## config.mk

```make
export PLATFORM = sky130hd
export DESIGN_NAME = tsw_watchdog
export DESIGN_NICKNAME = d
export VERILOG_FILES = /design/src/rtl/tsw_pkg.sv /design/src/rtl/tsw_keyseq.sv /design/src/rtl/tsw_prescale.sv /design/src/rtl/tsw_countdown.sv /design/src/rtl/tsw_watchdog.sv
export SDC_FILE = /design/constraint.sdc
export NUM_CORES = 1
export LEC_CHECK = 0
export BUFFER_PORTS_ARGS = -buffer_cell sky130_fd_sc_hd__buf_4
export CAP_MARGIN = 20
export CORE_UTILIZATION = 52
export CTS_CLUSTER_SIZE = 40
export DETAILED_ROUTE_END_ITERATION = 12
export PLACE_DENSITY_LB_ADDON = 0.05
export SLEW_MARGIN = 10
export SYNTH_ARGS = -nofsm -noshare
export SYNTH_HDL_FRONTEND = slang
export SYNTH_SLANG_ARGS = --single-unit
export TNS_END_PERCENT = 30
```

## constraint.sdc

```tcl
create_clock -name clk -period 2.4 [get_ports clk]
set_clock_uncertainty 0.2 [all_clocks]
set_input_delay 0 -clock clk [delete_from_list [all_inputs] [get_ports clk]]
set_output_delay 0 -clock clk [all_outputs]
set_load 0.01 [all_outputs]
```

## src/rtl/tsw_pkg.sv

```systemverilog
package tsw_pkg;

  typedef enum logic [1:0] {
    KEY_IDLE = 2'd0,
    KEY_HALF = 2'd1,
    KEY_OPEN = 2'd2
  } key_state_e;

  typedef enum logic {
    STG_ONE = 1'b0,
    STG_TWO = 1'b1
  } stage_e;

  localparam int unsigned ADDR_W = 5;

  localparam logic [ADDR_W-1:0] OFF_PRE1 = 5'h00;
  localparam logic [ADDR_W-1:0] OFF_PRE2 = 5'h04;
  localparam logic [ADDR_W-1:0] OFF_ISR  = 5'h08;
  localparam logic [ADDR_W-1:0] OFF_RLD  = 5'h0C;
  localparam logic [ADDR_W-1:0] OFF_CFG  = 5'h10;
  localparam logic [ADDR_W-1:0] OFF_CTL  = 5'h14;

  localparam logic [15:0] KEY_FIRST  = 16'h0080;
  localparam logic [15:0] KEY_SECOND = 16'h0086;

  localparam int unsigned RLD_KICK_BIT = 8;
  localparam int unsigned RLD_FLAG_BIT = 9;

  localparam int unsigned CTL_LOCK_BIT  = 0;
  localparam int unsigned CTL_EN_BIT    = 1;
  localparam int unsigned CTL_TIMER_BIT = 2;

  localparam int unsigned CFG_FAST_BIT    = 2;
  localparam int unsigned CFG_NORST_BIT   = 5;
  localparam logic [1:0]  CFG_IRQ_NONE    = 2'b11;
  localparam logic [5:0]  CFG_RESET_VALUE = 6'h03;

  // Seconds-to-preload conversion used for the reset value.
  function automatic logic [31:0] secs_to_preload(input int unsigned secs,
                                                  input int unsigned shift);
    return 32'(secs) << shift;
  endfunction

  // A narrow access replaces only the low half of the current value.
  function automatic logic [31:0] merge_access(input logic [31:0] cur,
                                               input logic [31:0] wdata,
                                               input logic        wide);
    return wide ? wdata : {cur[31:16], wdata[15:0]};
  endfunction

endpackage

```

## src/rtl/tsw_keyseq.sv

```systemverilog
module tsw_keyseq
  import tsw_pkg::*;
(
  input  logic        clk,
  input  logic        rst_n,
  input  logic        rld_wr,
  input  logic        prot_wr,
  input  logic [15:0] wdata16,
  output logic        open_o,
  output logic        take_o
);

  key_state_e state_q, state_d;

  assign open_o = (state_q == KEY_OPEN);
  assign take_o = open_o && prot_wr;

  always_comb begin
    state_d = state_q;
    unique case (state_q)
      KEY_IDLE: if (rld_wr) state_d = (wdata16 == KEY_FIRST)  ? KEY_HALF : KEY_IDLE;
      KEY_HALF: if (rld_wr) state_d = (wdata16 == KEY_SECOND) ? KEY_OPEN : KEY_IDLE;
      KEY_OPEN: if (prot_wr) state_d = KEY_IDLE;
      default:  state_d = KEY_IDLE;
    endcase
  end

  always_ff @(posedge clk or negedge rst_n) begin
    if (!rst_n) state_q <= KEY_IDLE;
    else        state_q <= state_d;
  end

  // The open state is reached only through the half-key state.
  assert_open_path_R3: assert property (@(posedge clk) disable iff (!rst_n)
    (state_q == KEY_OPEN) |-> ($past(state_q) == KEY_HALF || $past(state_q) == KEY_OPEN));

  // One protected write uses up the key.
  assert_single_use_R2: assert property (@(posedge clk) disable iff (!rst_n)
    take_o |=> (state_q != KEY_OPEN));

endmodule

```

## src/rtl/tsw_prescale.sv

```systemverilog
module tsw_prescale #(
  parameter int unsigned SLOW_LOG2 = 15,
  parameter int unsigned FAST_LOG2 = 5
) (
  input  logic clk,
  input  logic rst_n,
  input  logic run,
  input  logic restart,
  input  logic fast,
  output logic tick
);

  logic [SLOW_LOG2-1:0] pcnt_q;
  logic                 slow_wrap;
  logic                 fast_wrap;

  assign slow_wrap = &pcnt_q;
  assign fast_wrap = &pcnt_q[FAST_LOG2-1:0];
  assign tick      = run && !restart && (fast ? fast_wrap : slow_wrap);

  always_ff @(posedge clk or negedge rst_n) begin
    if (!rst_n)               pcnt_q <= '0;
    else if (!run || restart) pcnt_q <= '0;
    else                      pcnt_q <= pcnt_q + 1'b1;
  end

  // Ticks never come on back-to-back cycles.
  assert_tick_spacing_R4: assert property (@(posedge clk) disable iff (!rst_n)
    tick |=> !tick);

endmodule

```

## src/rtl/tsw_countdown.sv

```systemverilog
module tsw_countdown
  import tsw_pkg::*;
#(
  parameter int unsigned CNT_W = 20
) (
  input  logic             clk,
  input  logic             rst_n,
  input  logic             run,
  input  logic             tick,
  input  logic             kick,
  input  logic [CNT_W-1:0] pre1,
  input  logic [CNT_W-1:0] pre2,
  output stage_e           stage_o,
  output logic             s1_done,
  output logic             s2_done
);

  stage_e           stage_q;
  logic [CNT_W-1:0] cnt_q;
  logic             at_end;
  logic             step;

  // Zero and one both end the stage on the next tick.
  assign at_end  = (cnt_q <= CNT_W'(1));
  assign step    = run && !kick && tick;
  assign s1_done = step && at_end && (stage_q == STG_ONE);
  assign s2_done = step && at_end && (stage_q == STG_TWO);
  assign stage_o = stage_q;

  always_ff @(posedge clk or negedge rst_n) begin
    if (!rst_n) begin
      stage_q <= STG_ONE;
      cnt_q   <= '0;
    end else if (!run || kick) begin
      stage_q <= STG_ONE;
      cnt_q   <= pre1;
    end else if (tick) begin
      if (at_end) begin
        if (stage_q == STG_ONE) begin
          stage_q <= STG_TWO;
          cnt_q   <= pre2;
        end else begin
          stage_q <= STG_ONE;
          cnt_q   <= pre1;
        end
      end else begin
        cnt_q <= cnt_q - 1'b1;
      end
    end
  end

  // A keepalive always lands in stage one.
  assert_kick_restart_R8: assert property (@(posedge clk) disable iff (!rst_n)
    (run && kick) |=> (stage_q == STG_ONE));

  // Stage two is entered only from a stage-one expiry.
  assert_stage2_entry_R4: assert property (@(posedge clk) disable iff (!rst_n)
    $rose(stage_q == STG_TWO) |-> $past(s1_done));

endmodule

```

## src/rtl/tsw_watchdog.sv

```systemverilog
module tsw_watchdog
  import tsw_pkg::*;
#(
  parameter int unsigned CNT_W     = 20,
  parameter int unsigned SLOW_LOG2 = 15,
  parameter int unsigned FAST_LOG2 = 5,
  parameter int unsigned RST_HOLD  = 8,
  parameter int unsigned DEF_SECS  = 30,
  parameter int unsigned SEC_SHIFT = 9
) (
  input  logic        clk,
  input  logic        rst_n,
  input  logic        bus_sel,
  input  logic        bus_wr,
  input  logic        bus_wide,
  input  logic [4:0]  bus_addr,
  input  logic [31:0] bus_wdata,
  output logic [31:0] bus_rdata,
  output logic        irq_o,
  output logic        wdt_rst_o
);

  localparam int unsigned      HOLD_W    = $clog2(RST_HOLD + 1);
  localparam logic [CNT_W-1:0] PRE_RESET = CNT_W'(secs_to_preload(DEF_SECS, SEC_SHIFT));

  // Decoded bus events.
  logic wr_any, wr_pre1, wr_pre2, wr_isr, wr_rld, wr_cfg, wr_ctl;
  logic prot_wr, key_open, take;
  logic kick, flag_clr;

  // Register state.
  logic [CNT_W-1:0]  pre1_q, pre2_q;
  logic [5:0]        cfg_q;
  logic [2:0]        ctl_q;
  logic              irq_q, flag_q;
  logic [HOLD_W-1:0] hold_q;

  // Internal events for the checks.
  logic   lock_q, en, timer_fn, fast;
  logic   tick, s1_done, s2_done;
  logic   irq_req, rst_req;
  stage_e stage;

  assign wr_any  = bus_sel && bus_wr;
  assign wr_pre1 = wr_any && (bus_addr == OFF_PRE1);
  assign wr_pre2 = wr_any && (bus_addr == OFF_PRE2);
  assign wr_isr  = wr_any && (bus_addr == OFF_ISR);
  assign wr_rld  = wr_any && (bus_addr == OFF_RLD);
  assign wr_cfg  = wr_any && (bus_addr == OFF_CFG);
  assign wr_ctl  = wr_any && (bus_addr == OFF_CTL);
  assign prot_wr = wr_pre1 || wr_pre2 || wr_rld;

  assign lock_q   = ctl_q[CTL_LOCK_BIT];
  assign en       = ctl_q[CTL_EN_BIT];
  assign timer_fn = ctl_q[CTL_TIMER_BIT];
  assign fast     = cfg_q[CFG_FAST_BIT];

  assign kick     = take && wr_rld && bus_wdata[RLD_KICK_BIT];
  assign flag_clr = take && wr_rld && bus_wdata[RLD_FLAG_BIT];
  assign irq_req  = s1_done && (cfg_q[1:0] != CFG_IRQ_NONE);
  assign rst_req  = s2_done && !timer_fn && !cfg_q[CFG_NORST_BIT];

  logic unused_wdata;
  assign unused_wdata = ^bus_wdata;

  tsw_keyseq u_keyseq (
    .clk     (clk),
    .rst_n   (rst_n),
    .rld_wr  (wr_rld),
    .prot_wr (prot_wr),
    .wdata16 (bus_wdata[15:0]),
    .open_o  (key_open),
    .take_o  (take)
  );

  tsw_prescale #(
    .SLOW_LOG2 (SLOW_LOG2),
    .FAST_LOG2 (FAST_LOG2)
  ) u_prescale (
    .clk     (clk),
    .rst_n   (rst_n),
    .run     (en),
    .restart (kick),
    .fast    (fast),
    .tick    (tick)
  );

  tsw_countdown #(
    .CNT_W (CNT_W)
  ) u_countdown (
    .clk     (clk),
    .rst_n   (rst_n),
    .run     (en),
    .tick    (tick),
    .kick    (kick),
    .pre1    (pre1_q),
    .pre2    (pre2_q),
    .stage_o (stage),
    .s1_done (s1_done),
    .s2_done (s2_done)
  );

  // Preloads: keyed and unlocked only.
  always_ff @(posedge clk or negedge rst_n) begin
    if (!rst_n) begin
      pre1_q <= PRE_RESET;
      pre2_q <= PRE_RESET;
    end else if (take && !lock_q) begin
      if (wr_pre1) pre1_q <= CNT_W'(merge_access(32'(pre1_q), bus_wdata, bus_wide));
      if (wr_pre2) pre2_q <= CNT_W'(merge_access(32'(pre2_q), bus_wdata, bus_wide));
    end
  end

  // Configuration and control. Once locked, control bits can only be set.
  always_ff @(posedge clk or negedge rst_n) begin
    if (!rst_n) begin
      cfg_q <= CFG_RESET_VALUE;
      ctl_q <= '0;
    end else begin
      if (wr_cfg) cfg_q <= bus_wdata[5:0];
      if (wr_ctl) ctl_q <= lock_q ? (ctl_q | bus_wdata[2:0]) : bus_wdata[2:0];
    end
  end

  // Interrupt status and timed-out flag; a set wins over a clear.
  always_ff @(posedge clk or negedge rst_n) begin
    if (!rst_n) begin
      irq_q  <= 1'b0;
      flag_q <= 1'b0;
    end else begin
      if (irq_req)                      irq_q <= 1'b1;
      else if (wr_isr && bus_wdata[0])  irq_q <= 1'b0;
      if (s2_done && !timer_fn)         flag_q <= 1'b1;
      else if (flag_clr)                flag_q <= 1'b0;
    end
  end

  // Reset pulse stretcher.
  always_ff @(posedge clk or negedge rst_n) begin
    if (!rst_n)              hold_q <= '0;
    else if (rst_req)        hold_q <= HOLD_W'(RST_HOLD);
    else if (hold_q != '0)   hold_q <= hold_q - 1'b1;
  end

  assign irq_o     = irq_q;
  assign wdt_rst_o = (hold_q != '0);

  always_comb begin
    unique case (bus_addr)
      OFF_PRE1: bus_rdata = 32'(pre1_q);
      OFF_PRE2: bus_rdata = 32'(pre2_q);
      OFF_ISR:  bus_rdata = {31'd0, irq_q};
      OFF_RLD:  bus_rdata = 32'(flag_q) << RLD_FLAG_BIT;
      OFF_CFG:  bus_rdata = {26'd0, cfg_q};
      OFF_CTL:  bus_rdata = {29'd0, ctl_q};
      default:  bus_rdata = '0;
    endcase
  end

  // A preload changes only after a keyed, unlocked cycle.
  assert_pre_guard_R2: assert property (@(posedge clk) disable iff (!rst_n)
    (pre1_q != $past(pre1_q) || pre2_q != $past(pre2_q)) |-> $past(key_open && !lock_q));

  // The lock bit is sticky.
  assert_lock_sticky_R11: assert property (@(posedge clk) disable iff (!rst_n)
    $past(lock_q) |-> lock_q);

  // A locked, running watchdog stays enabled.
  assert_en_locked_R11: assert property (@(posedge clk) disable iff (!rst_n)
    $past(lock_q && en) |-> en);

  // The interrupt rises only on a stage-one expiry.
  assert_irq_src_R5: assert property (@(posedge clk) disable iff (!rst_n)
    $rose(irq_o) |-> ($past(s1_done) && $past(stage) == STG_ONE));

  // A reset pulse always comes with the timed-out flag.
  assert_rst_flag_R6: assert property (@(posedge clk) disable iff (!rst_n)
    $rose(wdt_rst_o) |-> flag_q);

  // Timer function never starts a reset pulse.
  assert_timer_norst_R7: assert property (@(posedge clk) disable iff (!rst_n)
    $rose(wdt_rst_o) |-> $past(!timer_fn));

endmodule

```

* Yosys cells after proc, flatten, opt, wreduce, memory -nomap -nowiden
Index checks and enable logic that the tools add are counted.
W data, S select, Z words.
** Storage, ports and cells
- Logic and storage cells :: 102
- Output and inout port bits :: 34
- Register bits :: 93
- Input port bits :: 42
** Operators by class
- Magnitude comparators :: 1
- Multiplexer cells :: 24
- Reductions and logical operators :: 46
- Bitwise gates (word level) :: 2
- Eq/ne operators :: 13
- Add/sub/neg operators :: 3
** Operators by type and width (number)
- $pmux W20 S6 :: 1
- $mux W20 :: 4
- $eq A16 B8 Y1 const B :: 2
- $logic_and A1 B1 Y1 :: 22
- $le A20 B1 Y1 const B :: 1
- $sub A20 B1 Y20 const B :: 1
- $add A15 B1 Y15 const B :: 1
- $mux W15 :: 1
- $reduce_and A15 Y1 :: 1
- $eq A5 B4 Y1 const B :: 2
- $eq A5 B5 Y1 const B :: 2
- $mux W1 :: 10
- $reduce_bool A2 Y1 :: 5
- $reduce_and A3 Y1 :: 3
- $mux W2 :: 4
- $mux W4 :: 2
- $ne A2 B2 Y1 const B :: 3
- $pmux W2 S3 :: 1
- $reduce_and A2 Y1 :: 3
- $eq A5 B3 Y1 const B :: 1
- $logic_not A1 Y1 :: 5
- $logic_not A5 Y1 :: 1
- $reduce_and A5 Y1 :: 1
- $reduce_bool A4 Y1 :: 1
- other kinds (9) :: 11

* Logic depth before layout (Yosys ltp)
- Word-level depth :: 16
- Depth in mapped cells :: 9
- Mapped depth without buffers :: 8

* Hierarchy
Synthesis repeated with hierarchy kept, for this count alone.
** Unflattened totals
- Cells, all modules :: 519
- Area total of the unflattened synthesis :: 5413.9 um^2
** Modules (own cells, without submodules)
- tsw_watchdog :: cells each 209, area each 2676.3 um^2, instances 1, sequential area each 1388.8 um^2
- tsw_countdown :: cells each 218, area each 1830.5 um^2, instances 1, sequential area each 525.5 um^2
- tsw_prescale :: cells each 77, area each 759.5 um^2, instances 1, sequential area each 375.4 um^2
- tsw_keyseq :: cells each 15, area each 147.6 um^2, instances 1, sequential area each 50.0 um^2

* Least setup slack after synthesis
Ideal clock, no wire load.
- Path type :: reg-to-reg
- Start point :: register u_prescale.pcnt_q[0]
- End point :: register u_countdown.cnt_q[19]
- Required time :: 2.070 ns
- Clock period less this slack :: 2.272 ns
- Buffers on the path :: 1
- Setup slack :: 0.128 ns
- Library setup time :: 0.130 ns
- Data arrival time :: 1.942 ns
- Cell stages (with the launch flop) :: 9
- Cells stage by stage :: dfrtp_1 ha_1 and3_1 nand4_2 o41ai_2 clkbuf_1 nor2_1 a22oi_1 o21ai_0
** Between the ends
- Cells in the longest elaborated chain, start to end :: 4
- Elaborated cells between the ends (all ways) :: 5
- Those cells by class :: mux (1); reduce/logical (4)
** Ends and longest elaborated chain
- from (decl) :: RTL line tsw_prescale.sv:13 : logic [SLOW_LOG2-1:0] pcnt_q;
- from (signal assigned) :: RTL line tsw_prescale.sv:24 : else pcnt_q <= pcnt_q + 1'b1;
- $reduce_and A15 Y1 / $reduce_and A5 Y1 (equally long branches) :: RTL line tsw_prescale.sv:17, tsw_prescale.sv:18
- $mux W1 * :: RTL line tsw_prescale.sv:19 : assign tick = run && !restart && (fast ? fast_wrap : slow_wrap);
- $logic_and A1 B1 Y1 * :: RTL line tsw_prescale.sv:19
- $reduce_bool A2 Y1 (no source line) *
- to (signal assigned) :: RTL line tsw_countdown.sv:36 : cnt_q <= pre1;
- to (signal assigned) :: RTL line tsw_countdown.sv:41 : cnt_q <= pre2;
- to (signal assigned) :: RTL line tsw_countdown.sv:44 : cnt_q <= pre1;
- to (decl) :: RTL line tsw_countdown.sv:19 : logic [CNT_W-1:0] cnt_q;
Mark *: on every way between the ends. The rest lies on a longest branch, timed or not.
A chain may end at the register's enable or synchronous reset.

* Final worst setup path
- Start point :: register u_countdown.cnt_q[3]
- End point :: register u_countdown.cnt_q[17]
** Between the ends
- Cells in the longest elaborated chain, start to end :: 4
- Elaborated cells between the ends (all ways) :: 5
- Those cells by class :: add/sub (1); order compare (1); mux (3)
** Ends and longest elaborated chain
- $sub A20 B1 Y20 / $le A20 B1 Y1 (equally long branches) :: RTL line tsw_countdown.sv:47, tsw_countdown.sv:24
- $mux W20 * :: RTL line tsw_countdown.sv:38 : if (at_end) begin
- $mux W20 * :: RTL line tsw_countdown.sv:37 : end else if (tick) begin
- $mux W20 * :: RTL line tsw_countdown.sv:34 : end else if (!run || kick) begin
Mark *: on every way between the ends. The rest lies on a longest branch, timed or not. The select of a mux whose other input is x is not followed.

==> qor.txt <==
========================================================================================
Total DRC errors in the routed layout                                                  0
CTS sink cnt                                                                          93
Total number of placement rows                                                        36
Area used by sequential logic in the layout                                  0.00234 mm²
Fin util                                                                           66.2%
Leading cell types by total area after synthesis                            dfrtp_1 40%, mux2_2 10%, dfstp_2 5.1%
Kind of start point of the critical path                                            flop
Placer congestion estimate                                                         0.841
Ant. Diodes                                                                            0
Worst R2R Start                                                             u_countdown.cnt_q[3]$_DFFE_PN0P_
Number of buffers added for setup after CTS                                            0
Series of cell instances along the critical path                            or4_4 -> nor3_4 -> nand3_2 -> or3_4 -> mux2_4 -> o21ai_2
Total number of vias                                                                4305
Placement-stage cell area                                                    0.00590 mm²
EDFF count, synth                                                                      0
DIE WIDTH                                                                         102 µm
Ranking of synthesized cells by instance count                              83 x dfrtp_1, 53 x nor2_1, 48 x mux2_2
Crit path largest cell delay                                                     0.55 ns
Yosys Warn Count                                                                       0
Worst Setup Path Type                                                       flop to flop
Detailed placer's ending HPWL                                                    9190 µm
Antenna violations before repair                                                       0
Area of all placed cells without fillers                                     0.00644 mm²
Effective utilization at floorplan                                                 53.3%
IR drop worst, VDD                                                                383 µV
Maximum clock frequency                                                          425 MHz
GRT Overall Usage                                                                  26.8%
Setup repair after global routing missed its margin                                  yes
Pin count of the biggest net entering global routing                                  36
Remaining global-route overflow                                                        0
CTS tree                                                                           built
Routed wire per std cell                                                         17.4 µm
Dominant register cell in the synthesized netlist                                dfrtp_1
Clock-pin transition on the worst setup and hold timing paths                    0.09 ns
CP Launch Point                                                             u_countdown.cnt_q[3]$_DFFE_PN0P_
Leading area contributor after synthesis                                         dfrtp_1
Proportion of synthesized chip area in sequential cells                            45.1%
Y dimension of the die                                                            102 µm
Slew of the pin with the lowest slew margin                                     0.643 ns
Wire length of the first global-routing pass                                    21100 µm
Final wirelength                                                                13100 µm
Routed length on met2                                                            6220 µm
Htree depth                                                                            3
Clock Latency Late Sink                                                          0.37 ns
Pins Over Slew Limit                                                                   0
Portion of the clock cycle consumed by the worst path in the final layout          97.9%
1st-iter DRT viols                                                                   252
Number of filler cells placed in the layout                                          802
Static leakage                                                                0.00297 µW
Crit path time final                                                             2.35 ns
Worst slew slack as a fraction of its limit                                        57.0%
Clk root buf                                                                    clkbuf_8
Maximum fanout along the worst path                                                    5
Routed length on met1                                                            6100 µm
Vias in the first global route                                                      4170
FF-to-FF setup slack                                                             0.05 ns
Hold violation count in the final report                                               0
Std-Cell Core Area                                                           0.00973 mm²
Share of flip-flops with an asynchronous set or reset                               100%
Power Total                                                                      3340 µW
Area fraction of the dominant cell type after synthesis                            40.0%
Post-Syn Area                                                                0.00519 mm²
Outcome                                                                     finished clean
Critical Path End Type                                                              flop
Top-count cell post-synth                                                        dfrtp_1
Crit-path slowest cell                                                             or4_4
CTS buffer count                                                                       9
Final setup vio count                                                                  0
Routed met3 length                                                                496 µm
Share of post-route cells with drive strength above 1                              31.2%
Unique masters post-synth                                                             59
Crit path to                                                                u_countdown.cnt_q[17]$_DFFE_PN0P_
Synth Area per Inst                                                             10.3 µm²
Total area of multi-input combinational cells                                0.00271 mm²
ANT nets after route                                                                   0
Endpoint required time on the critical path                                      2.50 ns
# nets final                                                                         659
Worst-case clock buffer depth                                                          2
RR Endpoint                                                                 u_countdown.cnt_q[17]$_DFFE_PN0P_
Number of cells produced by synthesis                                                503
# Max-Cap Violations                                                                   0
Top Layer Used                                                                      met4
Count of cells along the worst register-to-register path                               6
Arrival time at the worst endpoint                                               2.45 ns
Port buffer count                                                                     51
Die area                                                                      0.0104 mm²
Total power per unit cell area                                                518 mW/mm²
Total of flip-flops plus latches after synthesis                                      93
Area growth from synthesis to layout                                               24.2%
Setup TNS after final layout                                                        0 ns
Number of vias per cell after detailed routing                                      5.75
Length of the first detailed-routing pass in iterations                                5
Total I/O pin count                                                                   76
Hold crit path type                                                         input port to flop
========================================================================================
## power by group
group	internal [µW]	switching (µW)
clock network	382	566
logic	341	407
registers	1600	37.8
## placed cells by master (no fill, tap or decap), types with 6 or more instances in the layout
master         count
a21oi_1           26
a22o_1            15
a22oi_1           16
and3_1             7
buf_4             89
clkbuf_8           9
conb_1            12
dfrtp_1           82
dfstp_2           10
dlygate4sd3_1     30
ha_1               6
inv_1              8
mux2_2            48
mux2i_1           21
nand2_1           32
nand3_1            7
nor2_1            52
nor3_1            11
o21ai_0           21
or3_1              7
xnor2_1           10
xor2_1             9
## logic make-up (layout without fill, tap and decap cells)
kind of cell	count (synthesis)	after routing	share of synthesized area, %
AND/OR/NAND/NOR	160	160	16.2
AO/OA/AOI/OAI	108	108	13.9
flip-flops	93	93	45.1
multiplexers	72	72	15.6
buffers and inverters	44	146	4.44
XOR/XNOR	19	19	3.21
adder cells (fa/ha/maj)	6	6	1.45
other	1	12	0.0723
## metrics by stage
stage / std cells / hold slack (ns) / setup slack, ns
4_1_cts: 749 / 0.00591 / -0.0248
3_3_place_gp: 702 / -0.216 / -0.0153
5_1_grt: 749 / 0.0907 / -0.0391
2_1_floorplan: 514 / -0.496 / 0.128
3_5_place_dp: 702 / -0.215 / -0.0169
6_report: 749 / 0.0363 / 0.0496
## critical path: cells and delay by family (launching register included)
family | cells | cell delay [ns]
muxes | 1 | 0.31
AOI/OAI and AO/OA | 1 | 0.13
and+or+nand+nor | 4 | 1.20
DFF | 1 | 0.45
## area by class of cell
type,instances,area share [%]
multi-input cells,377,42.1
clock buffers,11,2.04
well taps,133,2.58
inverters,8,0.466
flip-flops and latches,93,36.3
repair buffers,122,16.0
clock inverters,5,0.544
## what timing repair did
action	4_1_cts	5_1_grt
endpoints found under the setup margin	10	15
pin swaps	0	1
hold endpoints to repair	144	0
gates resized for setup	1	9
hold buffers	31	0
gates cloned	0	0
## flip-flops by register name (all words and copies together) (netlist names)
name                 cells
hold_q                   4
u_countdown.stage_o      1
flag_q                   1
irq_o                    1
u_keyseq.state_q         2
pre1_q                  20
u_countdown.cnt_q       20
pre2_q                  20
ctl_q                    3
cfg_q                    6
u_prescale.pcnt_q       15
## worst min-delay path by stage
stage	startpoint	endpoint	slack [ns]	cells after the start
2_1_floorplan	rst_n	cfg_q[2]$_DFFE_PN0P_	-0.50	0
3_3_place_gp	rst_n	u_prescale.pcnt_q[11]$_DFF_PN0_	-0.22	1
3_5_place_dp	rst_n	u_prescale.pcnt_q[10]$_DFF_PN0_	-0.21	1
4_1_cts	bus_addr[0]	u_keyseq.state_q[1]$_DFFE_PN0P_	0.006	6
5_1_grt	bus_addr[0]	u_keyseq.state_q[0]$_DFFE_PN0P_	0.09	5
6_report	bus_addr[0]	u_keyseq.state_q[0]$_DFFE_PN0P_	0.04	5
## layer usage
metal | GRT usage, % | vias up
li1 | - | 2019
met1 | 37.3 | 2158
met2 | 42.5 | 109
met3 | 4.86 | 19
met4 | 9.45 | 0
met5 | 0 | -
(Power assumes the default switching activity.)
